### src/rtl/sram_seq_pkg.sv
package sram_seq_pkg;

  // One area's timing byte: setup in [7:6], hold in [5:4], wait in [3:0]
  typedef struct packed {
    logic [1:0] setup;
    logic [1:0] hold;
    logic [3:0] waitCnt;
  } areaTiming_t;

  typedef enum logic [1:0] {
    ST_IDLE,
    ST_SETUP,
    ST_STROBE,
    ST_HOLD
  } seqState_t;

  // Strobes from control to datapath
  typedef struct packed {
    logic accept;   // request taken this cycle
    logic active;   // chip select phase (setup, strobe, hold)
    logic strobe;   // read/write strobe phase
    logic capture;  // last strobe cycle
  } seqCtl_t;

endpackage

### src/rtl/sram_seq_cfg.sv
module sram_seq_cfg
  import sram_seq_pkg::*;
#(
  parameter int NUM_AREAS = 3,
  parameter int AREA_W    = 2,
  parameter int REG_W     = 32
) (
  input  logic              clk,
  input  logic              rstN,
  input  logic              cfgWe,
  input  logic [REG_W-1:0]  cfgWdata,
  output logic [REG_W-1:0]  cfgRdata,
  input  logic [AREA_W-1:0] lookupArea,
  output areaTiming_t       lookupTiming
);

  localparam int BYTE_W = $bits(areaTiming_t);
  localparam int USED_W = NUM_AREAS * BYTE_W;

  logic [USED_W-1:0] cfgQ;

  always_ff @(posedge clk or negedge rstN) begin
    if (!rstN) cfgQ <= '1;
    else if (cfgWe) cfgQ <= cfgWdata[USED_W-1:0];
  end

  generate
    if (USED_W < REG_W) begin : g_resv
      assign cfgRdata = {{(REG_W-USED_W){1'b1}}, cfgQ};
    end else begin : g_full
      assign cfgRdata = cfgQ;
    end
  endgenerate

  always_comb begin
    lookupTiming = '1;
    for (int k = 0; k < NUM_AREAS; k++) begin
      if (lookupArea == AREA_W'(k)) lookupTiming = areaTiming_t'(cfgQ[k*BYTE_W +: BYTE_W]);
    end
  end


  cfg_write_back_chk: assert property (@(posedge clk) disable iff (!rstN)
    cfgWe |=> cfgRdata[USED_W-1:0] == $past(cfgWdata[USED_W-1:0]));

endmodule

### src/rtl/sram_seq_ctrl.sv
module sram_seq_ctrl
  import sram_seq_pkg::*;
(
  input  logic        clk,
  input  logic        rstN,
  input  logic        reqValid,
  input  logic        reqAreaValid,
  input  areaTiming_t timing,
  output seqCtl_t     ctl,
  output logic        busy,
  output logic        done
);

  seqState_t  state;
  logic [3:0] cnt;
  logic [1:0] holdQ;
  logic [3:0] waitQ;
  logic       accept;

  assign accept = (state == ST_IDLE) && reqValid && reqAreaValid;

  always_ff @(posedge clk or negedge rstN) begin
    if (!rstN) begin
      state <= ST_IDLE;
      cnt   <= '0;
      holdQ <= '0;
      waitQ <= '0;
      done  <= 1'b0;
    end else begin
      done <= 1'b0;
      unique case (state)
        ST_IDLE: begin
          if (accept) begin
            state <= ST_SETUP;
            cnt   <= {2'b00, timing.setup};
            holdQ <= timing.hold;
            waitQ <= timing.waitCnt;
          end
        end
        ST_SETUP: begin
          if (cnt == '0) begin
            state <= ST_STROBE;
            cnt   <= waitQ;
          end else cnt <= cnt - 4'd1;
        end
        ST_STROBE: begin
          if (cnt == '0) begin
            state <= ST_HOLD;
            cnt   <= {2'b00, holdQ};
          end else cnt <= cnt - 4'd1;
        end
        ST_HOLD: begin
          if (cnt == '0) begin
            state <= ST_IDLE;
            done  <= 1'b1;
          end else cnt <= cnt - 4'd1;
        end
        default: state <= ST_IDLE;
      endcase
    end
  end

  always_comb begin
    ctl.accept  = accept;
    ctl.active  = (state != ST_IDLE);
    ctl.strobe  = (state == ST_STROBE);
    ctl.capture = (state == ST_STROBE) && (cnt == '0);
  end

  assign busy = ctl.active;


  done_after_hold_chk: assert property (@(posedge clk) disable iff (!rstN)
    done |-> $past(state) == ST_HOLD);


  timing_frozen_chk: assert property (@(posedge clk) disable iff (!rstN)
    (state != ST_IDLE && $past(state) != ST_IDLE) |-> ($stable(holdQ) && $stable(waitQ)));


  strobe_count_bound_chk: assert property (@(posedge clk) disable iff (!rstN)
    (state == ST_STROBE) |-> cnt <= waitQ);

endmodule

### src/rtl/sram_seq_dp.sv
module sram_seq_dp
  import sram_seq_pkg::*;
#(
  parameter int NUM_AREAS = 3,
  parameter int AREA_W    = 2,
  parameter int ADDR_W    = 16,
  parameter int DATA_W    = 16
) (
  input  logic              clk,
  input  logic              rstN,
  input  seqCtl_t           ctl,
  input  logic [AREA_W-1:0] reqArea,
  input  logic              reqWrite,
  input  logic [ADDR_W-1:0] reqAddr,
  input  logic [DATA_W-1:0] reqWdata,
  input  logic [DATA_W-1:0] sramDin,
  output logic [DATA_W-1:0] rdData,
  output logic [NUM_AREAS-1:0] sramCeN,
  output logic              sramOeN,
  output logic              sramWeN,
  output logic [ADDR_W-1:0] sramAddr,
  output logic [DATA_W-1:0] sramDout,
  output logic              sramDoe
);

  logic [AREA_W-1:0] areaQ;
  logic              writeQ;

  always_ff @(posedge clk or negedge rstN) begin
    if (!rstN) begin
      areaQ    <= '0;
      writeQ   <= 1'b0;
      sramAddr <= '0;
      sramDout <= '0;
      rdData   <= '0;
    end else begin
      if (ctl.accept) begin
        areaQ    <= reqArea;
        writeQ   <= reqWrite;
        sramAddr <= reqAddr;
        sramDout <= reqWdata;
      end
      if (ctl.capture && !writeQ) rdData <= sramDin;
    end
  end

  generate
    for (genvar k = 0; k < NUM_AREAS; k++) begin : g_ce
      assign sramCeN[k] = !(ctl.active && (areaQ == AREA_W'(k)));
    end
  endgenerate

  assign sramOeN = !(ctl.strobe && !writeQ);
  assign sramWeN = !(ctl.strobe && writeQ);
  assign sramDoe = ctl.active && writeQ;


  strobe_exclusive_chk: assert property (@(posedge clk) disable iff (!rstN)
    !(!sramOeN && !sramWeN));


  single_ce_chk: assert property (@(posedge clk) disable iff (!rstN)
    $onehot0(~sramCeN));


  strobe_inside_ce_chk: assert property (@(posedge clk) disable iff (!rstN)
    (!sramOeN || !sramWeN) |-> (~sramCeN != '0));


  addr_held_chk: assert property (@(posedge clk) disable iff (!rstN)
    ((~sramCeN != '0) && !ctl.accept) |=> $stable(sramAddr) || (~sramCeN == '0));

endmodule

### src/rtl/sram_seq_top.sv
module sram_seq_top
  import sram_seq_pkg::*;
#(
  parameter int NUM_AREAS = 3,
  parameter int ADDR_W    = 16,
  parameter int DATA_W    = 16,
  parameter int REG_W     = 32,
  localparam int AREA_W   = (NUM_AREAS > 1) ? $clog2(NUM_AREAS) : 1
) (
  input  logic                 clk,
  input  logic                 rstN,
  input  logic                 cfgWe,
  input  logic [REG_W-1:0]     cfgWdata,
  output logic [REG_W-1:0]     cfgRdata,
  input  logic                 reqValid,
  input  logic [AREA_W-1:0]    reqArea,
  input  logic                 reqWrite,
  input  logic [ADDR_W-1:0]    reqAddr,
  input  logic [DATA_W-1:0]    reqWdata,
  output logic                 busy,
  output logic                 done,
  output logic [DATA_W-1:0]    rdData,
  output logic [NUM_AREAS-1:0] sramCeN,
  output logic                 sramOeN,
  output logic                 sramWeN,
  output logic [ADDR_W-1:0]    sramAddr,
  output logic [DATA_W-1:0]    sramDout,
  output logic                 sramDoe,
  input  logic [DATA_W-1:0]    sramDin
);

  areaTiming_t selTiming;
  seqCtl_t     ctl;
  logic        reqAreaValid;

  assign reqAreaValid = ({{(32-AREA_W){1'b0}}, reqArea} < 32'(NUM_AREAS));

  sram_seq_cfg #(.NUM_AREAS(NUM_AREAS), .AREA_W(AREA_W), .REG_W(REG_W)) u_cfg (
    .clk(clk), .rstN(rstN), .cfgWe(cfgWe), .cfgWdata(cfgWdata), .cfgRdata(cfgRdata),
    .lookupArea(reqArea), .lookupTiming(selTiming)
  );

  sram_seq_ctrl u_ctrl (
    .clk(clk), .rstN(rstN), .reqValid(reqValid), .reqAreaValid(reqAreaValid),
    .timing(selTiming), .ctl(ctl), .busy(busy), .done(done)
  );

  sram_seq_dp #(.NUM_AREAS(NUM_AREAS), .AREA_W(AREA_W), .ADDR_W(ADDR_W), .DATA_W(DATA_W)) u_dp (
    .clk(clk), .rstN(rstN), .ctl(ctl), .reqArea(reqArea), .reqWrite(reqWrite),
    .reqAddr(reqAddr), .reqWdata(reqWdata), .sramDin(sramDin), .rdData(rdData),
    .sramCeN(sramCeN), .sramOeN(sramOeN), .sramWeN(sramWeN), .sramAddr(sramAddr),
    .sramDout(sramDout), .sramDoe(sramDoe)
  );


  no_ce_when_idle_chk: assert property (@(posedge clk) disable iff (!rstN)
    !busy |-> (sramCeN == '1));

endmodule

### config.mk
export PLATFORM = sky130hd
export DESIGN_NAME = sram_seq_top
export DESIGN_NICKNAME = d
export VERILOG_FILES = /design/src/rtl/sram_seq_pkg.sv /design/src/rtl/sram_seq_cfg.sv /design/src/rtl/sram_seq_ctrl.sv /design/src/rtl/sram_seq_dp.sv /design/src/rtl/sram_seq_top.sv
export SDC_FILE = /design/constraint.sdc
export NUM_CORES = 1
export LEC_CHECK = 0
export BUFFER_PORTS_ARGS = -buffer_cell sky130_fd_sc_hd__clkbuf_2
export CAP_MARGIN = 0
export CORE_MARGIN = 10
export CORE_UTILIZATION = 47
export CTS_CLUSTER_SIZE = 8
export DETAILED_ROUTE_END_ITERATION = 10
export GPL_TIMING_DRIVEN = 1
export MAX_ROUTING_LAYER = met4
export PLACE_DENSITY = 0.88
export SYNTH_ARGS = -nofsm -noshare
export SYNTH_HDL_FRONTEND = slang
export SYNTH_SLANG_ARGS = --single-unit
### constraint.sdc
create_clock -name clk -period 2.2 [get_ports clk]
set_input_delay 0.22 -clock clk [delete_from_list [all_inputs] [get_ports clk]]
set_output_delay 0.22 -clock clk [all_outputs]
set_load 0.03 [all_outputs]
==> results by group, run 1 <==
Run status
  • Status: completed

CTS
  • CTS tree: built
  • Post-cts resize count: 0
  • Clock buffer depth: 2
  • Worst skew pair latency: roughly 0.34 ns
  • Root buffer selected by CTS: clkbuf_8
  • Num CTS Buffers: 9
  • CTS Sinks: 88
  • H-tree Lvls: 3
  • CTS clk-pin slew, worst paths: ~0.090 ns

Worst setup path
  • Crit path max fanout: 16
  • Crit-path max cell delay: roughly 0.43 ns
  • CP Class: reg2reg
  • Critical-path top delay cell: dfrtp_1
  • CP top delay family: simple AND/OR/NAND/NOR gates
  • CP endpoint kind: register
  • Critical Path Source Type: register
  • Worst endpoint required time: roughly 2.4 ns
  • CP bufs+invs: 2
  • Worst path cell trace: inv_1 > ha_1 > or3b_1 > or2_1 > buf_4 > mux2_4
  • CP arrival: 2.23 ns

Global route
  • Global-route wire length before repair: roughly 16 mm
  • Global route overflow: 0
  • Total GRT Usage: 16.4%
  • Initial antenna violation count: 0
  • Vias in the first global route: 3,229
  • Largest net degree at the start of global routing: 46

Logic synthesis
  • Syn. warnings: 0
  • Synthesized cell area: 3900 um^2
  • Largest area contributor in the netlist: dfrtp_1
  • Async S/R FF share, synth: between 90% and 100%
  • Number of flops mapped to enable cells by yosys: 0
  • Ys flop type: dfrtp_1
  • Post-Syn Area per Cell: 13.7 um^2
  • Seq cells post-synth: around 90
  • Synth Instances: 285
  • Distinct cells, synth: 39
  • Ranking of synthesized cells by area: dfrtp_1, mux2_2, dfstp_2
  • Sequential area share after synthesis: 57.3%
  • Most frequent cells after synthesis: mux2_2, dfrtp_1, dfstp_2, nor2_1, o21ai_0
  • Top-count cell post-synth: mux2_2
  • Top-area cell type share of the netlist area: between 40% and 50%

Die
  • Initial Utilization: 47.9%
  • Width of the die: around 110 um
  • Number of placed I/O pins: around 180
  • Die Footprint: approximately 12,000 um^2
  • Row count: 33
  • Core Region: just over 8000 um^2
  • Chip Height: about 110 um

Timing
  • Worst setup margin: roughly 0.19 ns
  • RSZ-0062 raised after global routing: false
  • Slew margin rel.: between 60% and 70%
  • Fin crit share: 91.6%
  • Pins Over Slew Limit: 0
  • Final critical-path required period: about 2 ns
  • Final Skew: roughly 0.012 ns
  • Final setup viols: 0
  • Final Hold Viols: 0
  • Fmax: a little under 500 MHz
  • Slew of the pin with the lowest slew margin: roughly 0.56 ns
  • Setup TNS: 0 ns

Final layout
  • Area growth syn-to-layout: 28.2%
  • Nets: between 500 and 600
  • Layout cells sized above 1: ~64%
  • Fin area: approximately 5000 um^2
  • Diode count: 0
  • Area of the multi-input gates: between 1500 and 2000 um^2
  • Final Util: just over 60%
  • FF+latch area: ~2200 um^2
  • Fill cells: approximately 700

Route
  • Drt drc: 0
  • DRT iter0 DRCs: 95
  • Vias post-DR: 2,825
  • DRT Pass-1 Iters: 4
  • Drt wl/cell: 17.8 um
  • Vias per Instance: 5.07
  • DRT Wirelength: 9.90 mm
  • DRT antenna net count: 0

Job
  • MaxCap Viol Count: 0

Power
  • Total power: 0.00739 W
  • P per Cell Area: about 1500 nW/um^2
  • Worst VDD drop: 0.724 mV
  • Pleak: roughly 2.5 nW

Placement
  • IO buf count: ~160
  • Detailed placer's ending HPWL: 7.84 mm
  • Cell Area, Placed: 4780 um^2
  • Final GP Congestion: 0.798
  • Pre-CTS setup slack: 0.208 ns

Min path
  • Hold Path Class: in2reg
## cell type report
| class | instances | share of cell area (%) |
|---|---|---|
| timing repair buffer | 165 | 17.5 |
| multi-input combinational | 175 | 30.5 |
| tap | 105 | 2.63 |
| clock inverter | 6 | 1.33 |
| inverter | 8 | 0.601 |
| clock buffer | 10 | 2.75 |
| sequential | 88 | 44.7 |
## per-layer routing
| layer | track usage, % | wire length, um |
|---|---|---|
| met5 | - | 0 |
| met4 | 2.66 | 70 |
| met1 | 19.5 | 4320 |
| met3 | 5.47 | 548 |
| met2 | 26.9 | 4960 |
## final timing paths
kind	start	to	slack, ns	cells after the start
max in group asynchronous	rstN	u_dp.sramDout[15]	1.14	3
min in group asynchronous	rstN	u_ctrl.cnt[3]	0.42	2
min	reqAddr[13]	u_dp.sramAddr[13]	0.11	2
min reg2reg	u_dp.sramAddr[14]	u_dp.sramAddr[14]	0.51	1
max reg2reg	u_ctrl.cnt[0]	u_dp.rdData[6]	0.19	6
max	u_ctrl.cnt[0]	u_dp.rdData[6]	0.19	6
## power by group
group	internal (W)	switching, W
clock	0.000561	0.000577
combinational	0.00136	0.00222
sequential	0.00229	0.000379
total	0.00421	0.00318
## sequential cells by signal, indices dropped and copies added (netlist names)
register	flops
u_ctrl.waitQ	4
u_dp.writeQ	1
u_ctrl.cnt	4
u_ctrl.holdQ	2
u_dp.sramAddr	16
u_ctrl.state	2
u_ctrl.done	1
u_dp.sramDout	16
u_cfg.cfgQ	24
u_dp.rdData	16
u_dp.areaQ	2
## layout by cell type (no fill, tap or decap), types with 2 or more instances in the layout
master      Yosys  final
conb_1          1      8
ha_1            7      7
or3_1           2      2
dfrtp_1        64     64
a22o_1          5      5
a21oi_1         7      7
buf_12          1      2
buf_4           8      5
mux2_2         72     72
inv_1           8      8
clkinvlp_4      0      2
mux2_4         10     10
nor2_1         13     13
clkinv_2        0      2
dfstp_2        24     24
nand2_1         9      9
clkbuf_2        0    157
nor3b_1         2      2
o22ai_1         7      7
o21ai_0        12     12
clkbuf_8        0     10
nand2b_1        3      3
## logic make-up after synthesis
family	Yosys count	synth area share (%)
other	1	0.0962
adders and majority gates	7	2.25
AOI/OAI and AO/OA	39	6.32
buffers and inverters	29	4.27
DFF	88	57.3
muxes	82	24.6
and+or+nand+nor	39	5.17
## stage by stage
| stage | hold slack [ns] | instances |
|---|---|---|
| floorplan | -0.0756 | 292 |
| CTS | 0.0918 | 557 |
| finish | 0.107 | 557 |
| detailed placement | 0.252 | 540 |
| global placement | 0.237 | 540 |
| global route | 0.0856 | 557 |
## what timing repair did
action                                  in CTS  in global routing
endpoints found under the setup margin       0                  0
buffers inserted                             0                  0
hold buffers                                 1                  0
hold endpoints to repair                    19                  0
Note: power is estimated with default switching activity, not from simulation.
==> run 2: changes to the inputs <==
- CORE_UTILIZATION: 47 -> 45
- PLACE_DENSITY: 0.88 -> 0.85
==> results by group, run 2 (synthesis results as in run 1) <==
CTS
  • CTS tree: built (unchanged)
  • Num CTS Buffers: 9 (unchanged)
  • H-tree Lvls: 3 (unchanged)
  • CTS clk-pin slew, worst paths: 0.09 ns (about the same)
  • CTS Sinks: 88 (unchanged)
  • Clock buffer depth: 2 (unchanged)
  • Worst skew pair latency: 0.34 ns (about the same)
  • Root buffer selected by CTS: clkbuf_8 (unchanged)

Final layout
  • Register with the most flip-flops: u_cfg.cfgQ (unchanged)
  • FF+latch area: 2230 um^2 (unchanged)
  • Area of the multi-input gates: 1530 um^2 (unchanged)
  • Nets: 541 (unchanged)
  • Largest register FFs: 24 (unchanged)
  • Commonest non-fill, non-tap cell in the layout: clkbuf_2 (unchanged)
  • Commonest non-fill, non-tap cells in the layout: clkbuf_2, mux2_2, dfrtp_1 (unchanged)
  • Layout cells sized above 1: 63.3% (was 63.7%)
  • Area growth syn-to-layout: 27.4% (was 28.2%)
  • Fin cells: 557 (unchanged)
  • Final Util: 59.6% (was 61.4%)
  • Diode count: 0 (unchanged)
  • Fill cells: 701 (was 699)

Power
  • Net Sw Frac: 43.7% (was 43.0%)
  • Worst VDD drop: 0.974 mV (was 0.724 mV)
  • Clk pwr share: 13.8% (was 15.4%)
  • P per Cell Area: 1460 nW/um^2 (was 1480 nW/um^2)
  • Switching pwr: 0.00316 W (was 0.00318 W)
  • Pleak: 2.46 nW (was 2.49 nW)
  • Combinational power share: 49.3% (was 48.5%)
  • P_int: 0.00408 W (was 0.00421 W)
  • Sequential share of power: 36.9% (was 36.1%)

Placement
  • IO buf count: 158 (unchanged)
  • Detailed placer's ending HPWL: 7.79 mm (was 7.84 mm)
  • Dpl cells: 540 (unchanged)
  • Final GP Congestion: 0.821 (was 0.798)

Die
  • Chip Height: 113 um (was 111 um)
  • Number of placed I/O pins: 175 (unchanged)
  • Die Footprint: 12,800 um^2 (was 12,300 um^2)
  • Initial Utilization: 46.7% (was 47.9%)
  • Width of the die: 113 um (was 111 um)
  • Core Region: 8340 um^2 (was 8130 um^2)
  • Row count: 33 (unchanged)

Worst setup path
  • R2R depth: 6 (unchanged)
  • CP arrival: 2.26 ns (was 2.23 ns)
  • CP endpoint kind: register (unchanged)
  • Critical Path Source Type: register (unchanged)
  • Crit path max fanout: 16 (unchanged)
  • Worst endpoint required time: 2.43 ns (was 2.42 ns)
  • CP Class: reg2reg (unchanged)

Timing
  • RSZ-0062 raised after global routing: false (unchanged)
  • Final Hold Viols: 0 (unchanged)
  • Pins Over Slew Limit: 0 (unchanged)
  • Final setup viols: 0 (unchanged)
  • Fmax: 494 MHz (was 496 MHz)
  • Final critical-path required period: 2.02 ns (was 2.01 ns)
  • Setup TNS: 0 ns (unchanged)
  • Slew of the pin with the lowest slew margin: 0.588 ns (was 0.557 ns)
  • Slew margin rel.: 60.8% (was 62.5%)
  • Fin crit share: 92.0% (was 91.6%)
  • Final Skew: 0.00732 ns (was 0.0119 ns)

Min path
  • Hold Path Class: in2reg (unchanged)
  • Hold path depth: 2 (unchanged)

Route
  • DRT Wirelength: 9.92 mm (was 9.90 mm)
  • Vias per Instance: 4.95 (was 5.07)
  • DRT antenna net count: 0 (unchanged)
  • Drt wl/cell: 17.8 um (about the same)
  • Vias post-DR: 2,756 (was 2,825)
  • DRT iter0 DRCs: 112 (was 95)
  • DRT Pass-1 Iters: 4 (unchanged)
  • Drt drc: 0 (unchanged)

Job
  • MaxCap Viol Count: 0 (unchanged)

Global route
  • Largest net degree at the start of global routing: 46 (unchanged)
  • Total GRT Usage: 15.5% (was 16.4%)
  • Initial antenna violation count: 0 (unchanged)
  • Global route overflow: 0 (unchanged)
  • Vias in the first global route: 3,085 (was 3,229)
  • Global-route wire length before repair: 15.7 mm (was 16.3 mm)

Run status
  • Status: completed (unchanged)
run 2: per-stage QoR:
stage,power (W),worst slack [ns],hold WS (ns),cell area (um^2)
finish,0.00723,0.175,0.100,4970
global route,0.00771,0.104,0.0713,4970
CTS,0.00734,0.172,0.0798,4970
detailed placement,0.00631,0.188,0.260,4780
global placement,0.00616,0.251,0.249,4780
floorplan,0.00521,0.155,-0.0756,3930
run 2: power groups by stage:
stage               clock network [W]  registers (W)  logic [W]
finish                       0.000996        0.00267    0.00357
global route                  0.00111        0.00275    0.00384
CTS                           0.00105        0.00268    0.00361
detailed placement                  0        0.00270    0.00360
global placement                    0        0.00265    0.00351
floorplan                           0        0.00366    0.00155
run 2: final cells by class:
class / instances / area share [%]
Sequential cell: 88 / 44.9
Multi-Input combinational cell: 175 / 30.7
Timing Repair Buffer: 165 / 17.6
Clock buffer: 11 / 2.64
Tap cell: 105 / 2.64
Clock inverter: 5 / 0.856
Inverter: 8 / 0.605
run 2: critical path, cell delays in order, from the launching register on:
cell     delay, ns
dfrtp_1       0.42
inv_1         0.10
ha_1          0.23
or3b_1        0.39
or2_1         0.23
buf_4         0.21
mux2_4        0.32
run 2: worst paths after layout:
kind	slack (ns)	end	from
min	0.10	u_dp.sramDout[5]	reqWdata[5]
min in group asynchronous	0.41	u_dp.rdData[15]	rstN
max	0.18	u_dp.rdData[12]	u_ctrl.cnt[0]
max reg2reg	0.18	u_dp.rdData[12]	u_ctrl.cnt[0]
max in group asynchronous	1.09	u_cfg.cfgQ[9]	rstN
min reg2reg	0.49	u_ctrl.holdQ[1]	u_ctrl.holdQ[1]
run 2: timing repair:
item	in CTS	in global routing
resized for setup	0	0
endpoints found under the hold margin	44	0
hold buffers	1	0
buffers inserted	0	0
run 2: layer usage:
metal  routed length (um)  global-route usage, %
met5                    0                      -
met3                  662                   5.12
met4                   89                   3.72
met2                 4880                   24.8
met1                 4290                   18.7
==> run 3: changes to the inputs <==
--- a/config.mk
+++ b/config.mk
@@ -15,4 +15,5 @@
 export MAX_ROUTING_LAYER = met4
 export PLACE_DENSITY = 0.85
+export SLEW_MARGIN = 25
 export SYNTH_ARGS = -nofsm -noshare
 export SYNTH_HDL_FRONTEND = slang
==> constraint.sdc (replaced) <==
create_clock -name clk -period 2.2 [get_ports clk]
set_input_delay 0.44 -clock clk [delete_from_list [all_inputs] [get_ports clk]]
set_output_delay 0.44 -clock clk [all_outputs]
set_load 0.03 [all_outputs]
==> results by group, run 3 (synthesis results as in run 1) <==
Worst setup path
  • CP arrival: 1.64 ns (was 2.26 ns)
  • Reg-to-reg startpoint: u_ctrl.cnt[1] (was u_ctrl.cnt[0])
  • R2R depth: 6 (unchanged)
  • Worst path cell trace: inv_1 > ha_2 > or3_1 > clkbuf_2 (was inv_1 > ha_1 > or3b_1 > or2_1 > buf_4 > mux2_4)
  • Reg2reg end: u_dp.rdData[7] (was u_dp.rdData[12])
  • Critical-path top delay cell: dfrtp_1 (unchanged)
  • Crit-path max cell delay: 0.40 ns (was 0.42 ns)
  • CP Class: reg2out (was reg2reg)
  • Crit path max fanout: 7 (was 16)
  • Reg2Reg Setup Slack: 0.14 ns (was 0.18 ns)
  • CP endpoint kind: output pin (was register)
  • Critical Path Source Type: register (unchanged)
  • Worst endpoint required time: 1.76 ns (was 2.43 ns)

Timing
  • Fmax: 481 MHz (was 494 MHz)
  • Final critical-path required period: 2.08 ns (was 2.02 ns)
  • Slew of the pin with the lowest slew margin: 0.606 ns (was 0.588 ns)
  • Setup TNS: 0 ns (unchanged)
  • Final Skew: 0.0184 ns (was 0.00732 ns)
  • Pins Over Slew Limit: 0 (unchanged)
  • Final Hold Viols: 0 (unchanged)
  • Fin crit share: 94.4% (was 92.0%)
  • Slew margin rel.: 59.6% (was 60.8%)
  • RSZ-0062 raised after global routing: false (unchanged)
  • Final setup viols: 0 (unchanged)
  • Worst setup margin: 0.122 ns (was 0.175 ns)

Placement
  • IO buf count: 158 (unchanged)
  • Final GP Congestion: 0.817 (was 0.821)
  • Pre-CTS setup slack: 0.164 ns (was 0.188 ns)
  • Detailed placer's ending HPWL: 8.04 mm (was 7.79 mm)

CTS
  • CTS tree: built (unchanged)
  • CTS Sinks: 88 (unchanged)
  • Number of setup buffers added after CTS: 0 (unchanged)
  • Worst skew pair latency: 0.35 ns (was 0.34 ns)
  • H-tree Lvls: 3 (unchanged)
  • Num CTS Buffers: 9 (unchanged)
  • Clock buffer depth: 2 (unchanged)
  • CTS clk-pin slew, worst paths: 0.09 ns (about the same)
  • Root buffer selected by CTS: clkbuf_8 (unchanged)

Job
  • MaxCap Viol Count: 0 (unchanged)

Power
  • Worst VDD drop: 0.721 mV (was 0.974 mV)
  • Pleak: 2.48 nW (was 2.46 nW)
  • P per Cell Area: 1460 nW/um^2 (about the same)

Global route
  • Total GRT Usage: 16.3% (was 15.5%)
  • Initial antenna violation count: 0 (unchanged)
  • Largest net degree at the start of global routing: 45 (was 46)
  • Vias in the first global route: 3,264 (was 3,085)
  • Global-route wire length before repair: 16.5 mm (was 15.7 mm)
  • Global route overflow: 0 (unchanged)

Final layout
  • Commonest non-fill, non-tap cell in the layout: clkbuf_2 (unchanged)
  • Area growth syn-to-layout: 28.0% (was 27.4%)
  • Largest register FFs: 24 (unchanged)
  • Area of the multi-input gates: 1530 um^2 (about the same)
  • Final Util: 59.8% (was 59.6%)
  • Layout cells sized above 1: 63.9% (was 63.3%)
  • Register with the most flip-flops: u_cfg.cfgQ (unchanged)
  • Diode count: 0 (unchanged)
  • Commonest non-fill, non-tap cells in the layout: clkbuf_2, mux2_2, dfrtp_1 (unchanged)
  • Nets: 543 (was 541)
  • FF+latch area: 2230 um^2 (unchanged)
  • Fill cells: 693 (was 701)

Die
  • Die Footprint: 12,800 um^2 (unchanged)
  • Row count: 33 (unchanged)
  • Chip Height: 113 um (unchanged)
  • Core Region: 8340 um^2 (unchanged)
  • Width of the die: 113 um (unchanged)
  • Initial Utilization: 46.7% (unchanged)
  • Number of placed I/O pins: 175 (unchanged)

Route
  • DRT Wirelength: 10.2 mm (was 9.92 mm)
  • DRT Pass-1 Iters: 4 (unchanged)
  • Vias per Instance: 5.08 (was 4.95)
  • Drt wl/cell: 18.2 um (was 17.8 um)
  • Drt drc: 0 (unchanged)
  • Vias post-DR: 2,838 (was 2,756)
  • DRT iter0 DRCs: 170 (was 112)
  • DRT antenna net count: 0 (unchanged)

Min path
  • Hold wc startpoint: cfgWdata[7] (was reqWdata[5])
  • Hold path depth: 2 (unchanged)
  • Hold Path Class: in2reg (unchanged)
  • Hold Path End: u_cfg.cfgQ[7] (was u_dp.sramDout[5])

Run status
  • Status: completed (unchanged)
run 3: routing by layer:
layer | track usage (%) | wire length [um]
met5 | - | 0
met4 | 5.67 | 158
met3 | 4.97 | 754
met2 | 26.7 | 5170
met1 | 18.6 | 4110
run 3: what timing repair did:
| action | 4_1_cts | 5_1_grt |
|---|---|---|
| gates resized for setup | 0 | 1 |
| hold buffers | 1 | 0 |
| endpoints found under the setup margin | 0 | 1 |
| endpoints found under the hold margin | 11 | 0 |
run 3: worst max-delay path by stage:
stage                    start              end  slack [ns]
3_3_place_gp     u_ctrl.cnt[0]   u_dp.rdData[9]        0.25
3_5_place_dp     u_ctrl.cnt[0]  u_dp.rdData[13]        0.16
4_1_cts        u_ctrl.state[1]       sramCeN[0]        0.04
5_1_grt          u_ctrl.cnt[1]   u_dp.rdData[7]        0.03
6_report       u_ctrl.state[1]       sramCeN[0]        0.12
2_1_floorplan  u_ctrl.state[0]  u_dp.rdData[10]        0.15
run 3: critical path: cells and delay by family (launching register included):
kind / cells / cell delay (ns)
adder cells (fa/ha/maj): 1 / 0.23
flip-flops: 1 / 0.40
buffers and inverters: 2 / 0.29
AND/OR/NAND/NOR: 1 / 0.37
run 3: area by class of cell:
class,count,share of cell area (%)
Inverter,8,0.602
Multi-Input combinational cell,175,30.6
Tap cell,105,2.63
Sequential cell,88,44.7
Timing Repair Buffer,167,17.8
Clock buffer,10,2.76
Clock inverter,6,0.852
run 3: power by group:
part / switching, W / total [W] / internal [W]
sequential: 0.000372 / 0.00266 / 0.00229
clock: 0.000576 / 0.00102 / 0.000444
combinational: 0.00225 / 0.00362 / 0.00137
run 3: stage by stage:
stage / hold WS, ns / power, W / area [um^2] / cells
2_1_floorplan: 0.144 / 0.00521 / 3930 / 292
3_3_place_gp: 0.303 / 0.00616 / 4800 / 542
3_5_place_dp: 0.307 / 0.00634 / 4800 / 542
4_1_cts: 0.293 / 0.00739 / 4990 / 559
5_1_grt: 0.291 / 0.00777 / 4990 / 559
6_report: 0.314 / 0.00730 / 4990 / 559
